File: src/rtl/tcs_pkg.sv
package tcs_pkg;
  localparam int REG_W  = 8;
  localparam int B_T2HI = 6;
  localparam int B_T2LO = 5;
  localparam int B_T1   = 4;
  localparam int B_T0   = 3;
  localparam logic [REG_W-1:0] RD_MASK = 8'h7B;

  typedef struct packed {
    logic       clearPre;
    logic [1:0] presc;
    logic       t0Sys;
    logic       t1Sys;
    logic       t2LoSys;
    logic       t2HiSys;
  } tcs_ctrl_t;
endpackage

File: src/rtl/tcs_ctrl.sv
module tcs_ctrl
  import tcs_pkg::*;
(
  input  logic             clk,
  input  logic             rstN,
  input  logic             wrEn,
  input  logic [REG_W-1:0] wrData,
  output logic [REG_W-1:0] rdData,
  output tcs_ctrl_t        ctrl
);
  logic [REG_W-1:0] regQ;

  always_ff @(posedge clk or negedge rstN) begin
    if (!rstN)     regQ <= '0;
    else if (wrEn) regQ <= wrData & RD_MASK;
  end

  assign rdData        = regQ;
  assign ctrl.clearPre = wrEn && (wrData[1:0] != regQ[1:0]);
  assign ctrl.presc    = regQ[1:0];
  assign ctrl.t0Sys    = regQ[B_T0];
  assign ctrl.t1Sys    = regQ[B_T1];
  assign ctrl.t2LoSys  = regQ[B_T2LO];
  assign ctrl.t2HiSys  = regQ[B_T2HI];

  AST_REG_HOLD: assert property (@(posedge clk) disable iff (!rstN)
    !wrEn |=> $stable(rdData));
endmodule

File: src/rtl/tcs_dp.sv
module tcs_dp
  import tcs_pkg::*;
#(
  parameter int DIV0        = 12,
  parameter int DIV1        = 4,
  parameter int DIV2        = 48,
  parameter int EXT_DIV     = 8,
  parameter int SYNC_STAGES = 2
) (
  input  logic      clk,
  input  logic      rstN,
  input  tcs_ctrl_t ctrl,
  input  logic      extClk,
  input  logic      t0CountMode,
  input  logic      t1CountMode,
  input  logic      t2Split,
  input  logic      t2AltSel,
  output logic      t0En,
  output logic      t1En,
  output logic      t2LoEn,
  output logic      t2HiEn
);
  localparam int MAX01  = (DIV0 > DIV1) ? DIV0 : DIV1;
  localparam int MAXDIV = (MAX01 > DIV2) ? MAX01 : DIV2;
  localparam int CNT_W  = $clog2(MAXDIV);
  localparam int EXT_W  = $clog2(EXT_DIV);

  // external clock synchronizer and edge detect
  logic [SYNC_STAGES-1:0] syncQ;
  logic                   lastQ;
  logic                   extRise;

  for (genvar i = 0; i < SYNC_STAGES; i++) begin : g_sync
    if (i == 0) begin : g_first
      always_ff @(posedge clk or negedge rstN)
        if (!rstN) syncQ[i] <= 1'b0;
        else       syncQ[i] <= extClk;
    end else begin : g_next
      always_ff @(posedge clk or negedge rstN)
        if (!rstN) syncQ[i] <= 1'b0;
        else       syncQ[i] <= syncQ[i-1];
    end
  end

  always_ff @(posedge clk or negedge rstN)
    if (!rstN) lastQ <= 1'b0;
    else       lastQ <= syncQ[SYNC_STAGES-1];

  assign extRise = syncQ[SYNC_STAGES-1] & ~lastQ;

  // external edge divider
  logic [EXT_W-1:0] extCnt;
  logic             extTick;

  always_ff @(posedge clk or negedge rstN) begin
    if (!rstN)              extCnt <= '0;
    else if (ctrl.clearPre) extCnt <= '0;
    else if (extRise)       extCnt <= (extCnt == EXT_W'(EXT_DIV-1)) ? '0 : extCnt + 1'b1;
  end

  assign extTick = extRise && (extCnt == EXT_W'(EXT_DIV-1));

  // system clock prescaler
  logic [CNT_W-1:0] preCnt;
  logic [CNT_W-1:0] termCnt;
  logic             sysMode;
  logic             preTick;

  always_comb begin
    case (ctrl.presc)
      2'b00:   termCnt = CNT_W'(DIV0-1);
      2'b01:   termCnt = CNT_W'(DIV1-1);
      2'b10:   termCnt = CNT_W'(DIV2-1);
      default: termCnt = '0;
    endcase
  end

  assign sysMode = (ctrl.presc != 2'b11);

  always_ff @(posedge clk or negedge rstN) begin
    if (!rstN)              preCnt <= '0;
    else if (ctrl.clearPre) preCnt <= '0;
    else if (sysMode)       preCnt <= (preCnt == termCnt) ? '0 : preCnt + 1'b1;
  end

  assign preTick = sysMode ? (preCnt == termCnt) : extTick;

  // enable muxing
  logic t2Alt;
  assign t2Alt  = t2AltSel ? extTick : preTick;
  assign t0En   = !t0CountMode && (ctrl.t0Sys || preTick);
  assign t1En   = !t1CountMode && (ctrl.t1Sys || preTick);
  assign t2LoEn = ctrl.t2LoSys || t2Alt;
  assign t2HiEn = t2Split ? (ctrl.t2HiSys || t2Alt) : t2LoEn;

  AST_TICK_SINGLE: assert property (@(posedge clk) disable iff (!rstN)
    preTick |=> !preTick);
  AST_CLEAR_RESTART: assert property (@(posedge clk) disable iff (!rstN)
    ctrl.clearPre |=> (preCnt == '0 && extCnt == '0));
  AST_SYS_EVERY: assert property (@(posedge clk) disable iff (!rstN)
    (!t0CountMode && ctrl.t0Sys) |-> t0En);
  AST_COUNT_MODE_LOW: assert property (@(posedge clk) disable iff (!rstN)
    (t0CountMode |-> !t0En) and (t1CountMode |-> !t1En));
  AST_HI_FOLLOWS: assert property (@(posedge clk) disable iff (!rstN)
    !t2Split |-> (t2HiEn == t2LoEn));
endmodule

File: src/rtl/timer_clk_sel.sv
module timer_clk_sel
  import tcs_pkg::*;
#(
  parameter int DIV0        = 12,
  parameter int DIV1        = 4,
  parameter int DIV2        = 48,
  parameter int EXT_DIV     = 8,
  parameter int SYNC_STAGES = 2
) (
  input  logic       clk,
  input  logic       rstN,
  input  logic       cfgWrEn,
  input  logic [7:0] cfgWrData,
  output logic [7:0] cfgRdData,
  input  logic       extClk,
  input  logic       t0CountMode,
  input  logic       t1CountMode,
  input  logic       t2Split,
  input  logic       t2AltSel,
  output logic       t0En,
  output logic       t1En,
  output logic       t2LoEn,
  output logic       t2HiEn
);
  tcs_ctrl_t ctrl;

  tcs_ctrl u_ctrl (
    .clk    (clk),
    .rstN   (rstN),
    .wrEn   (cfgWrEn),
    .wrData (cfgWrData),
    .rdData (cfgRdData),
    .ctrl   (ctrl)
  );

  tcs_dp #(
    .DIV0        (DIV0),
    .DIV1        (DIV1),
    .DIV2        (DIV2),
    .EXT_DIV     (EXT_DIV),
    .SYNC_STAGES (SYNC_STAGES)
  ) u_dp (
    .clk         (clk),
    .rstN        (rstN),
    .ctrl        (ctrl),
    .extClk      (extClk),
    .t0CountMode (t0CountMode),
    .t1CountMode (t1CountMode),
    .t2Split     (t2Split),
    .t2AltSel    (t2AltSel),
    .t0En        (t0En),
    .t1En        (t1En),
    .t2LoEn      (t2LoEn),
    .t2HiEn      (t2HiEn)
  );
endmodule

File: config.mk
export PLATFORM = sky130hd
export DESIGN_NAME = timer_clk_sel
export DESIGN_NICKNAME = d
export VERILOG_FILES = /design/src/rtl/tcs_pkg.sv /design/src/rtl/tcs_ctrl.sv /design/src/rtl/tcs_dp.sv /design/src/rtl/timer_clk_sel.sv
export SDC_FILE = /design/constraint.sdc
export NUM_CORES = 1
export LEC_CHECK = 0
export BUFFER_PORTS_ARGS = -buffer_cell sky130_fd_sc_hd__buf_2
export CAP_MARGIN = 10
export CORE_UTILIZATION = 51
export CTS_BUF_LIST = sky130_fd_sc_hd__clkbuf_16
export DETAILED_ROUTE_END_ITERATION = 12
export GPL_ROUTABILITY_DRIVEN = 0
export PLACE_DENSITY = 0.74
export SYNTH_ARGS = -nofsm -noshare
export SYNTH_HDL_FRONTEND = slang
export SYNTH_HIERARCHICAL = 1
export SYNTH_SLANG_ARGS = --single-unit
File: constraint.sdc
create_clock -name clk -period 2.66 [get_ports clk]
set_clock_uncertainty 0.2 [all_clocks]
set_input_delay 0.798 -clock clk [delete_from_list [all_inputs] [get_ports clk]]
set_output_delay 0.798 -clock clk [all_outputs]
set_load 0.005 [all_outputs]
## Word level (Yosys, flattened, before mapping)

Index checks and enable logic that the tools add are counted.
W data, S select, Z words.

- Bits in registers: 18
- Memories: 0
- Memory bits (read-only): 0
- Bits in latches: 0
- Memory bits (writable): 0
- Output and inout bits: 12

- $lt $le $gt $ge: 0
- Multiplexer cells: 10
- Multipliers: 0
- Bitwise operators: 2
- Equal/unequal tests: 6
- Div/mod/pow operators: 0
- Shift-type cells: 0
- Reduce and logical (&&, ||, !) cells: 13
- Add/subtract/negate cells: 2

Operators by type and width:

| operator | count |
|---|---|
| $mux W6 | 3 |
| $pmux W6 S3 | 1 |
| $mux W3 | 3 |
| $add A6 B1 Y6 const B | 1 |
| $eq A6 B6 Y1 | 1 |
| $logic_and A1 B1 Y1 | 4 |
| $logic_or A1 B1 Y1 | 4 |
| $reduce_bool A2 Y1 | 2 |
| $add A3 B1 Y3 const B | 1 |
| $eq A3 B3 Y1 const B | 1 |
| $mux W1 | 3 |
| $eq A2 B1 Y1 const B | 1 |
| $eq A2 B2 Y1 const B | 1 |
| $logic_not A1 Y1 | 2 |
| $logic_not A2 Y1 | 1 |
| $ne A2 B2 Y1 | 1 |
| $ne A2 B2 Y1 const B | 1 |
| $and A1 B1 Y1 | 1 |
| $not A1 Y1 | 1 |

## Logic depth before layout (Yosys ltp)

- Word-level depth: 7
- Gate-level depth with buffers: 6

## Cells and area by module

The synthesis kept the hierarchy.

Modules (own cells, without submodules):

| module | area each (µm²) | instances | cells each |
|---|---|---|---|
| tcs_dp | 729.4 | 1 | 76 |
| tcs_ctrl | 340.3 | 1 | 25 |

## Least setup slack after synthesis

Ideal clock, no wire load.

- Kind: flip-flop to output port
- From: reg u_ctrl.regQ[1], in the netlist u_ctrl/rdData[1]
- To: out t2LoEn
- Setup slack: 0.264 ns
- Arrival: 1.398 ns
- Cell stages (with the launch flop): 5
- Cell sequence: dfrtp_1 > nand2_1 > or4_4 > and2_4 > o311ai_2

- Longest elaborated chain between the ends: 6
- Elaborated cells between the ends (all ways): 9

Ends and longest elaborated chain:

| what | line | text |
|---|---|---|
| start, declared | tcs_ctrl.sv:11 | `logic [REG_W-1:0] regQ;` |
| start signal, assigned | tcs_ctrl.sv:15 | `else if (wrEn) regQ <= wrData & RD_MASK;` |
| $eq A2 B2 Y1 (tied with other cells) | tcs_dp.sv:70 | `case (ctrl.presc)` |
| $pmux W6 S3 | tcs_dp.sv:70 |  |
| $eq A6 B6 Y1 | tcs_dp.sv:86 | `assign preTick = sysMode ? (preCnt == termCnt) : extTick;` |
| $mux W1 * | tcs_dp.sv:86 |  |
| $mux W1 * | tcs_dp.sv:90 | `assign t2Alt = t2AltSel ? extTick : preTick;` |
| $logic_or A1 B1 Y1 * | tcs_dp.sv:93 | `assign t2LoEn = ctrl.t2LoSys \|\| t2Alt;` |
| end, declared | timer_clk_sel.sv:22 | `output logic t2LoEn,` |

Every way passes the cells marked *; elsewhere a longest branch is shown, timed or not.

## Final worst setup path

- From: reg u_ctrl.regQ[0], in the netlist u_ctrl/rdData[0]
- To: out t2LoEn

The elaborated chain is that of the path after synthesis.

==> impl_metrics.sql <==
INSERT INTO impl_metrics (metric_group, metric, value, unit) VALUES
('power_and_ir_drop', 'power.switching', '257', 'uW'),
('timing', 'timing.final.setup_violations', '4', ''),
('power_and_ir_drop', 'max-vdd-ir-drop', '381', 'uV'),
('synthesis', 'library_cells_used_by_synthesis', '36', ''),
('die', 'die-height', '47.8', 'um'),
('synthesis', 'synthesis.instances', '101', ''),
('timing', 'period_share', '102', '%'),
('die', 'placement_rows', '16', ''),
('power_and_ir_drop', 'switching_part_of_the_total', '28.5', '%'),
('synthesis', 'synth_seq_area_share', '42.1', '%'),
('global_route', 'wire_length_of_the_first_global_routing_pass', '3370', 'um'),
('worst_setup_path', 'r2r-start', 'u_ctrl/rdData[0]', ''),
('die', 'initial_core_utilization', '54.5', '%'),
('clock_network', 'clk_root_buffer_cell', 'clkbuf_16', ''),
('clock_network', 'cts_buffer_depth', '2', ''),
('worst_setup_path', 'cell_chain_critical_path', 'or4_4 -> and2_4 -> o311ai_2 -> buf_2', ''),
('final_layout', 'drive_gt1_share', '44.8', '%'),
('synthesis', 'syn-mean-instance-area', '10.6', 'sq um'),
('place', 'placedCellCount', '148', ''),
('final_layout', 'final_core_utilization', '68.9', '%'),
('global_route', 'globalRoute.busiestLayer', 'met2', ''),
('global_route', 'grt_pass1_vias', '801', ''),
('route', 'number_of_nets_still_failing_antenna_checks_after_routing', '0', ''),
('worst_setup_path', 'r2r_setup_slack', '0.73', 'ns'),
('timing', 'post-route-min-period', '2.72', 'ns'),
('power_and_ir_drop', 'static-leakage-power', '0.639', 'nW'),
('power_and_ir_drop', 'combinational_group_share_of_total_power', '29.1', '%'),
('worst_setup_path', 'worstSetupEndpoint', 't2LoEn', ''),
('clock_network', 'number_of_buffers_created_by_cts', '3', ''),
('synthesis', 'ys_ff_latch', '18', ''),
('worst_setup_path', 'worst-path-stages', '4', ''),
('global_route', 'groute.layer.met2.usage', '37.8', '%'),
('global_route', 'globalRoute.totalOverflow', '0', ''),
('power_and_ir_drop', 'internal-power', '645', 'uW'),
('clock_network', 'tritoncts_clock_tree', 'yes', ''),
('route', 'via_per_inst', '5.55', ''),
('synthesis', 'yosys.area.top_type', 'dfrtp_1', ''),
('die', 'fp.dieW', '47.8', 'um'),
('power_and_ir_drop', 'power.clock.fraction', '33.8', '%'),
('timing', 'fmaxAchievable', '368', 'MHz'),
('place', 'pre_cts_slack', '0.0935', 'ns'),
('global_route', 'initial_antenna_violation_count', '0', ''),
('global_route', 'gr-usage-met1', '25.3', '%'),
('power_and_ir_drop', 'power_frac_seq', '37.0', '%'),
('outcome', 'violations', 'negative setup slack', ''),
('worst_setup_path', 'reg2reg_depth', '5', ''),
('timing', 'max_transition_viols_final', '0', ''),
('worst_setup_path', 'timing.critical_path.fanout_max', '4', ''),
('worst_setup_path', 'timing.critical_path.max_delay_family', 'simple AND/OR/NAND/NOR gates', ''),
('outcome', 'outcome', 'complete, but fails checks', ''),
('final_layout', 'finish.cell_count_without_fillers', '161', ''),
('synthesis', 'synthDominantCellAreaShare', '42.1', '%'),
('clock_network', 'clk_pin_slew', '0.05', 'ns'),
('place', 'port_buffers', '23', ''),
('worst_setup_path', 'path_buf_inv', '1', ''),
('route', 'drtIter0Drc', '29', ''),
('worst_setup_path', 'crit_path_end_kind', 'output port', ''),
('worst_hold_path', 'min_path_cells', '0', ''),
('worst_setup_path', 'critical_path.reg2reg.endpoint', 'u_dp/preCnt[3]', ''),
('run', 'timing.max_cap.violations', '0', ''),
('route', 'routed_wl', '2320', 'um'),
('worst_setup_path', 'slowest_stage', 'or4_4', ''),
('die', 'core', '1960', 'sq um'),
('timing', 'worst_slack', '-0.0606', 'ns'),
('final_layout', 'most-common-layout-cells', '23 x buf_2, 17 x dfrtp_1, 16 x buf_4', ''),
('final_layout', 'layout_commonest_cell', 'buf_2', ''),
('worst_setup_path', 'timing.critical_path.slowest_cell_delay', '0.53', 'ns'),
('worst_setup_path', 'timing.critical_path.required', '1.66', 'ns'),
('clock_network', 'worst_skew_pair.late_latency', '0.25', 'ns'),
('final_layout', 'antenna_cells', '0', ''),
('route', 'firstDrtPassIters', '4', '');
==> power groups by stage <==
stage | combinational [mW] | sequential, mW | clock, mW
3_3_place_gp | 0.210 | 0.345 | 0
4_1_cts | 0.255 | 0.333 | 0.309
2_1_floorplan | 0.140 | 0.352 | 0
3_5_place_dp | 0.219 | 0.347 | 0
6_report | 0.263 | 0.334 | 0.305
5_1_grt | 0.284 | 0.340 | 0.322
==> worst min-delay path by stage <==
| stage | startpoint | endpoint | slack, ns |
|---|---|---|---|
| 3_5_place_dp | u_dp/syncQ[0] | u_dp/syncQ[1] | 0.14 |
| 4_1_cts | u_dp/syncQ[0] | u_dp/syncQ[1] | 0.15 |
| 3_3_place_gp | u_dp/syncQ[0] | u_dp/syncQ[1] | 0.13 |
| 6_report | u_dp/syncQ[0] | u_dp/syncQ[1] | 0.15 |
| 5_1_grt | u_dp/syncQ[0] | u_dp/syncQ[1] | 0.17 |
| 2_1_floorplan | u_dp/syncQ[0] | u_dp/syncQ[1] | 0.13 |
==> state kept, by name (all words and copies together), names as in the netlist <==
name / count
u_ctrl/rdData: 6
u_dp/preCnt: 6
u_dp/extCnt: 3
u_dp/syncQ: 2
u_dp/lastQ: 1
==> cells in the mapped netlist, drive strengths merged <==
cell / n
dfrtp: 18
buf: 10
nor2: 9
nand2: 8
mux2: 6
a21oi: 5
nand4: 4
ha: 3
nor3: 3
nor3b: 3
xnor2: 3
a211oi: 2
a31oi: 2
and2: 2
inv: 2
mux2i: 2
nand3: 2
o211ai: 2
o311ai: 2
or3: 2
a21boi: 1
a311o: 1
and2b: 1
and3b: 1
clkbuf: 1
conb: 1
nand2b: 1
nor2b: 1
o21ai: 1
or2: 1
or4: 1
==> cell type report <==
| type | instances | area, sq um |
|---|---|---|
| clock buffers | 3 | 75.1 |
| inverters | 2 | 7.51 |
| multi-input cells | 71 | 544 |
| well taps | 27 | 33.8 |
| repair buffers | 39 | 235 |
| fillers | 143 | 611 |
| clock inverters | 1 | 3.75 |
| flip-flops and latches | 18 | 452 |
==> metal layers <==
layer  wire, um  share of wire [%]
met1       1010                 44
met2       1120                 48
met3        146                6.3
met4         36                1.6
met5          0                  0
==> worst register-to-register path: stages, from the launching register on <==
cell and delay (ns):
dfrtp_1 0.42, buf_4 0.17, and2_1 0.21, buf_4 0.20, or3_2 0.46, a31oi_1 0.18
==> logic make-up (layout without fill, tap and decap cells) <==
kind of cell	Yosys count	count (layout)	synth area share [%]
xor gates and xnor gates	3	3	2.46
and+or+nand+nor	39	39	19.9
other	1	2	0.351
DFF	18	18	42.1
muxes	8	8	10.3
buffers and inverters	13	45	8.07
AOI/OAI and AO/OA	16	16	13.3
adders and majority gates	3	3	3.51
==> stage by stage <==
stage	instance area, sq um	hold WS, ns
floorplan	1070	0.131
global placement	1200	0.132
detailed placement	1200	0.137
CTS	1340	0.150
global route	1350	0.167
finish	1350	0.148
==> repair_timing <==
| action | 4_1_cts | 5_1_grt |
|---|---|---|
| setup buffers | 9 | 0 |
| setup endpoints to repair | 4 | 4 |
| pin swaps | 1 | 0 |
| gates resized for setup | 1 | 2 |
| endpoints found under the hold margin | 0 | 0 |
| hold buffers | 0 | 0 |
Note: power is estimated with default switching activity, not from simulation.
